<file path="src/rtl/pmp_cfg_regfile.sv">
module pmp_cfg_regfile #(
  parameter int N_ENT = 16,
  parameter int XLEN  = 32,
  parameter int IDX_W = 6
) (
  input  logic                    clk,
  input  logic                    rst_n,
  input  logic                    ext_en,
  input  logic                    wr_en,
  input  logic [1:0]              wr_sel,
  input  logic [IDX_W-1:0]        wr_idx,
  input  logic [XLEN-1:0]         wr_data,
  input  logic [1:0]              rd_sel,
  input  logic [IDX_W-1:0]        rd_idx,
  output logic [XLEN-1:0]         rd_data,
  output logic [N_ENT*8-1:0]      cfg_out,
  output logic [N_ENT*XLEN-1:0]   addr_out,
  output logic [2:0]              sec_out,
  output logic                    rules_changed,
  output logic [N_ENT-1:0]        upd_mask
);
  localparam int BPR = XLEN / 8;
  localparam logic [1:0] SEL_CFG  = 2'd0;
  localparam logic [1:0] SEL_ADDR = 2'd1;
  localparam logic [1:0] SEL_SEC  = 2'd2;
  localparam logic [1:0] A_TOR    = 2'd1;

  logic [7:0]      cfg_q  [N_ENT];
  logic [7:0]      cfg_d  [N_ENT];
  logic [XLEN-1:0] addr_q [N_ENT];
  logic [XLEN-1:0] addr_d [N_ENT];
  logic [2:0]      sec_q, sec_d;
  logic [N_ENT:0]  tor_v, lktor_v, mask_d;
  logic [N_ENT-1:0] mask_q;
  logic            sec_chg, chg_q;

  wire wr_cfg  = wr_en && (wr_sel == SEL_CFG);
  wire wr_addr = wr_en && (wr_sel == SEL_ADDR);
  wire wr_sec  = wr_en && (wr_sel == SEL_SEC);

  always_comb begin
    tor_v   = '0;
    lktor_v = '0;
    for (int e = 0; e < N_ENT; e++) begin
      tor_v[e]   = (cfg_q[e][4:3] == A_TOR);
      lktor_v[e] = tor_v[e] && cfg_q[e][7];
    end
  end

  always_comb begin
    cfg_d   = cfg_q;
    addr_d  = addr_q;
    sec_d   = sec_q;
    mask_d  = '0;
    sec_chg = 1'b0;
    for (int e = 0; e < N_ENT; e++) begin
      if (wr_cfg && int'(wr_idx) == e / BPR && !cfg_q[e][7] &&
          wr_data[(e % BPR)*8 +: 8] != cfg_q[e]) begin
        cfg_d[e]  = wr_data[(e % BPR)*8 +: 8];
        mask_d[e] = 1'b1;
      end
      if (wr_addr && int'(wr_idx) == e && !cfg_q[e][7] && !lktor_v[e+1] &&
          wr_data != addr_q[e]) begin
        addr_d[e]   = wr_data;
        mask_d[e]   = 1'b1;
        mask_d[e+1] = mask_d[e+1] | tor_v[e+1];
      end
    end
    if (wr_sec) begin
      if (ext_en) begin
        sec_d   = {wr_data[2], wr_data[1:0] | sec_q[1:0]};
        sec_chg = (sec_d[1:0] != sec_q[1:0]);
      end else begin
        sec_d = '0;
      end
    end
  end

  always_ff @(posedge clk or negedge rst_n) begin
    if (!rst_n) begin
      for (int e = 0; e < N_ENT; e++) begin
        cfg_q[e]  <= '0;
        addr_q[e] <= '0;
      end
      sec_q  <= '0;
      chg_q  <= 1'b0;
      mask_q <= '0;
    end else begin
      cfg_q  <= cfg_d;
      addr_q <= addr_d;
      sec_q  <= sec_d;
      chg_q  <= (|mask_d) | sec_chg;
      mask_q <= mask_d[N_ENT-1:0];
    end
  end

  always_comb begin
    rd_data = '0;
    case (rd_sel)
      SEL_CFG:
        for (int e = 0; e < N_ENT; e++)
          if (int'(rd_idx) == e / BPR) rd_data[(e % BPR)*8 +: 8] = cfg_q[e];
      SEL_ADDR:
        for (int e = 0; e < N_ENT; e++)
          if (int'(rd_idx) == e) rd_data = addr_q[e];
      SEL_SEC: rd_data[2:0] = sec_q;
      default: ;
    endcase
  end

  for (genvar g = 0; g < N_ENT; g++) begin : g_out
    assign cfg_out[g*8 +: 8]        = cfg_q[g];
    assign addr_out[g*XLEN +: XLEN] = addr_q[g];
  end

  assign sec_out       = sec_q;
  assign rules_changed = chg_q;
  assign upd_mask      = mask_q;
endmodule

</file>
<file path="config.mk">
export PLATFORM = sky130hd
export DESIGN_NAME = pmp_cfg_regfile
export DESIGN_NICKNAME = d
export VERILOG_FILES = /design/src/rtl/pmp_cfg_regfile.sv
export SDC_FILE = /design/constraint.sdc
export NUM_CORES = 2
export LEC_CHECK = 0
export BUFFER_PORTS_ARGS = -buffer_cell sky130_fd_sc_hd__buf_2
export CELL_PAD_IN_SITES_DETAIL_PLACEMENT = 1
export CELL_PAD_IN_SITES_GLOBAL_PLACEMENT = 1
export CORE_MARGIN = 5
export CORE_UTILIZATION = 40
export DETAILED_ROUTE_END_ITERATION = 16
export HOLD_SLACK_MARGIN = 0.12
export PLACE_DENSITY_LB_ADDON = 0.1
export SLEW_MARGIN = 10
export SYNTH_ARGS = -nofsm -noshare
export SYNTH_HDL_FRONTEND = slang
export SYNTH_SLANG_ARGS = --single-unit
</file>
<file path="constraint.sdc">
create_clock -name clk -period 2.4 [get_ports clk]
set_clock_uncertainty 0.2 [all_clocks]
set_input_delay 0 -clock clk [delete_from_list [all_inputs] [get_ports clk]]
set_output_delay 0 -clock clk [all_outputs]
set_load 0.03 [all_outputs]
</file>
* Word level (Yosys, flattened, before mapping) *
Index checks and enable logic that the tools add are counted.

storage, ports and cells
  register bits = 660
  output and inout port bits = 692
  word-level logic and storage cells = 341

operators by class
  equal/unequal tests = 82
  mux-type cells = 69
  bitwise operators = 2
  reductions and logical operators = 153

operator list
  operator                                                                number
  32-bit two-way mux                                                      16
  32-bit != test                                                          16
  8-bit two-way mux                                                       16
  8-bit != test                                                           16
  1-bit logical AND                                                       117
  6-bit by 5-bit equality test with 1-bit output (second input constant)  16
  29-bit one-hot mux with 2 select lines                                  1
  6-bit by 4-bit equality test with 1-bit output (second input constant)  8
  2-bit by 1-bit equality test with 1-bit output (second input constant)  17
  1-bit zero test                                                         31
  2-bit two-way mux                                                       15
  6-bit by 3-bit equality test with 1-bit output (second input constant)  4
  1-bit two-way mux                                                       19
  17-bit OR reduction                                                     1
  6-bit by 2-bit equality test with 1-bit output (second input constant)  2
  6-bit zero test                                                         2
  3-bit one-hot mux with 3 select lines                                   1
  2-bit equality test (second input constant)                             2
  2-bit zero test                                                         2
  3-bit two-way mux                                                       1
  2-bit != test                                                           1
  2-bit bitwise OR                                                        1
  1-bit bitwise OR                                                        1

* Depth between registers and ports, before layout *
  depth in word-level cells = 39
  depth in mapped cells = 11

* Worst setup path before layout *
OpenSTA, ideal clock, no wires.

  path kind = flip-flop to flip-flop
  start point = register cfg_q (netlist bit cfg_out[40])
  end point = register chg_q (netlist: rules_changed)
  library setup time = 0.140 ns
  arrival = 2.166 ns
  path slack = -0.105 ns
  cell stages (with the launch flop) = 9
  buffers on the path = 1
  period minus slack after synthesis = 2.505 ns
  cells stage by stage = dfrtp_1 > xor2_1 > nor4_1 > a21oi_1 > nor2b_1 > buf_2 > or4_1 > nor4_1 > nand4_1

on the way
  cells in the longest elaborated chain, start to end = 6

ends and longest elaborated chain
  what                      RTL line  text
  start: declaration        28        logic [7:0] cfg_q [N_ENT];
  start signal: assignment  89        cfg_q <= cfg_d;
  8-bit != test             58        wr_data[(e % BPR)*8 +: 8] != cfg_q[e]) begin
  1-bit logical AND         57        if (wr_cfg && int'(wr_idx) == e / BPR && !cfg_q[e][7] &&
  1-bit two-way mux         57
  2-bit two-way mux         62        if (wr_addr && int'(wr_idx) == e && !cfg_q[e][7] && !lktor_v[e+1] &&
  17-bit OR reduction       92        chg_q <= (|mask_d) | sec_chg;
  1-bit bitwise OR          92
  end signal: assignment    92
  end: declaration          35        logic sec_chg, chg_q;

Every way passes these cells.
A chain may end at the register's enable or synchronous reset.

* Worst setup path after layout *
  start point = input wr_data[3]
  end point = register chg_q (netlist: rules_changed)

on the way
  cells in the longest elaborated chain, start to end = 7
  elaborated cells between the ends (all ways) = 74

ends and longest elaborated chain
  what                   RTL line  text
  start: declaration     12        input logic [XLEN-1:0] wr_data,
  32-bit != test         63        wr_data != addr_q[e]) begin
  1-bit logical AND      62
  2-bit two-way mux      62
  1-bit two-way mux      57
  2-bit two-way mux *    62
  named net mask_d[4]    33        logic [N_ENT:0] tor_v, lktor_v, mask_d;
  17-bit OR reduction *  92
  1-bit bitwise OR *     92

Mark *: on every way through the listed nets, which the timed path passes. The rest lies on a longest branch.

==> impl_results.md <==
* Sw Pwr at 11.9 mW
* Rows at 113
* Post-route DRC at 0
* Worst vdd ir at 0.787 mV
* Share of power burned in registers at 35.5%
* Largest net degree at the start of global routing at 65
* Core ar. at 94,900 um^2
* Startpoint Class: input pin
* Layout cells sized above 1 at 62.3%
* Combinational family with the most area after synthesis: multiplexers
* XOR/XNOR Fraction of Synth Area at 14.7%
* Most common flop cell mapped by yosys: dfrtp_1
* CTS Sinks at 660
* Layout Nets at 5,564
* Clk root buf: clkbuf_16
* Worst-Margin Slew at 0.939 ns
* Die X-Extent at 319 um
* Post-synth net total at 3,357
* WS Path Type: input pin to flop
* Switching share of power at 34.7%
* Post-synth top area cell: dfrtp_1
* Syn-to-layout area delta at 64.7%
* Vias per std cell at 6.42
* Flops & latches, synth at 660
* Post-synthesis cell area at 38,200 um^2
* Adder-Cell Fraction of Synth Area at 0%
* Leakage power at 32.1 nW
* Clock-pin slew on the worst setup and hold paths at 0.06 ns
* Combinational group share of total power at 26.9%
* Fin crit period at 3.42 ns
* RSZ-0062 raised after global routing: yes
* Max-slew violations at 0
* Syn Inst Count at 3,305
* Post-Synth Simple-Gate Area at 8.05%
* Total number of vias at 44.0k
* Total CTS buffers at 81
* GR Overflow Total at 0
* H-tree Lvls at 3
* Top-area cell type share of the netlist area at 43.3%
* Final setup vio count at 655
* Crit-path max FO at 9
* Max Buffers Root-to-Sink at 3
* Pwr/cell area at 547 nW/um^2
* Async set or reset register ratio after synthesis at 100%
* Die H at 319 um
* Worst Path Arrival at 3.74 ns
* Synth top area cells: dfrtp_1 43%, mux2_2 17%, xnor2_1 10%
* 1st-pass router iterations at 6
* Total Routing Usage GR at 52.2%
* Setup slack after layout at -1.02 ns
* Vias in the first global route at 44.2k
* Clock latency on the worst-skew pair at 0.69 ns
* EDFF count, synth at 0
* Pre-CTS WS at -0.625 ns
* Worst Hold Class: input pin to flop
* First-pass GRT wire length at 374,000 um
* P_int at 22.5 mW
* Syn Area/Cell at 11.5 um^2
* Worst Setup End Kind: flop
* Final Power at 34.4 mW
* Post-synthesis sequential area ratio at 43.3%
* RePlAce Congestion at 1.04
* Count leader, synth: dfrtp_1
* Detail Route Antenna Nets at 0
* Failing checks: hold timing, setup timing
* WL final at 285,000 um
* Multiplexer share of the synthesized area at 21.2%
* Top Ports at 744
* Initial antenna violation count at 41
* Clock share of power at 37.6%
* CTS tree: yes
* Status: finished with violations
* Compound-Gate Fraction of Synth Area at 8.17%
* Period utilisation layout at 143%
* Final Hold Viols at 1
* Starting Density at 40.2%
* Die Area at 102,000 um^2
* Critical Path RT at 2.72 ns
* Max-Cap Viols at 0
* Port bufs at 743
* Hold slack at -0.000987 ns
* Fmax at 292 MHz
* Post-DR wirelength/cell at 41.6 um
* Slew headroom at 37.2%
* Distinct cells, synth at 83
* Synth cell count leaders: 660 x dfrtp_1, 573 x mux2_2, 447 x xnor2_1, 192 x xor2_1, 179 x nand2_1
* HPWL Detailed at 203,000 um
* First DRT Iteration DRCs at 6,308
* Synth warn at 0
==> metrics by stage <==
step	TNS [ns]	cells	utilization, %	instance area [um^2]	hold slack [ns]
after global placement	-133.06	6442	56.7	53800	-0.282
after floorplan	-0.0602	3305	-	38200	-0.496
after CTS	-292.04	6792	64.8	61500	-0.0644
after detailed placement	-152.80	6442	56.7	53800	-0.280
final	-173.77	6853	66.2	62800	-0.000987
after global routing	-169.04	6841	66.2	62800	0.0245
==> placed cells by master, fill, tap and decap left out, types with 20 or more instances in the layout <==
cell / n
xor2_1: 173
clkbuf_1: 22
buf_16: 23
nor2b_1: 23
xnor2_1: 402
o21ai_0: 67
mux4_2: 57
mux2_4: 106
buf_2: 709
dfrtp_2: 23
nor2_1: 64
nand2_1: 145
dfrtp_1: 637
buf_12: 133
nand4_1: 132
mux2i_1: 21
nor4_1: 29
a22o_1: 23
nor4_2: 35
a21oi_1: 56
buf_4: 1350
xnor2_2: 40
mux2_2: 470
nand2_2: 27
clkbuf_16: 91
buf_6: 111
clkbuf_8: 20
dlygate4sd3_1: 61
o21ai_2: 21
o21ai_1: 26
a22oi_1: 32
==> what timing repair did <==
action	CTS	global route
hold buffers	76	15
gates cloned	27	6
gates resized for setup	613	228
pin swaps	185	129
setup endpoints to repair	528	678
setup buffers	122	53
endpoints found under the hold margin	1278	48
==> critical path: stages <==
cell	delay [ns]
buf_2	0.11
dlymetal6s4s_1	0.29
buf_12	0.20
dlygate4sd3_1	0.90
buf_4	0.25
xnor2_1	0.19
nand4_1	0.25
nor4_4	0.46
a21oi_4	0.14
a211o_1	0.36
nor4_2	0.29
buf_4	0.19
nand4_1	0.10
==> flip-flops by register name, indices dropped and copies added (netlist names) <==
register	count
sec_out	3
cfg_out	128
rules_changed	1
upd_mask	16
addr_out	512
==> routing by layer <==
metal  global-route usage, %  share of wire (%)  vias to the layer above
met5                       0              0.077                        -
met4                    33.0                9.6                       34
met3                    20.5                 15                     1331
met2                    77.2                 41                     3925
met1                    63.9                 35                    22400
li1                        -                  -                    16300
==> cell families (layout without fill, tap and decap cells) <==
logic type             Yosys count  count (layout)
AO/OA/AOI/OAI                  455             455
XOR/XNOR                       640             640
flip-flops                     660             660
AND/OR/NAND/NOR                573             573
other                            0              13
multiplexers                   665             665
buffers and inverters          312            2582
==> layout make-up <==
cell class / instances / area, um^2
antenna: 13 / 32.5
clock inverter: 19 / 153
sequential: 660 / 16500
tap: 1265 / 1580
timing repair buffer: 2424 / 19300
inverter: 12 / 45.0
fill: 9886 / 32000
multi-input combinational: 2333 / 22700
clock buffer: 127 / 2480
==> power groups by stage <==
stage / sequential (mW) / clock, mW / combinational (mW)
2_1_floorplan: 13.4 / 0 / 2.23
3_3_place_gp: 12.3 / 0 / 7.81
3_5_place_dp: 12.3 / 0 / 7.89
4_1_cts: 12.1 / 12.7 / 8.55
5_1_grt: 12.2 / 13.3 / 9.26
6_report: 12.2 / 13.0 / 9.25
==> final timing paths <==
check | start | to | slack [ns] | depth (start not counted)
max | wr_data[3] | rules_changed | -1.02 | 13
min | wr_en | cfg_out[71] | -0.001 | 7
max reg2reg | addr_out[194] | rules_changed | -0.67 | 10
min reg2reg | addr_out[388] | addr_out[388] | 0.40 | 1
max in group asynchronous | rst_n | addr_out[86] | 0.84 | 6
min in group asynchronous | rst_n | cfg_out[37] | 0.19 | 4
No activity file was read; power rests on OpenSTA's default activity.
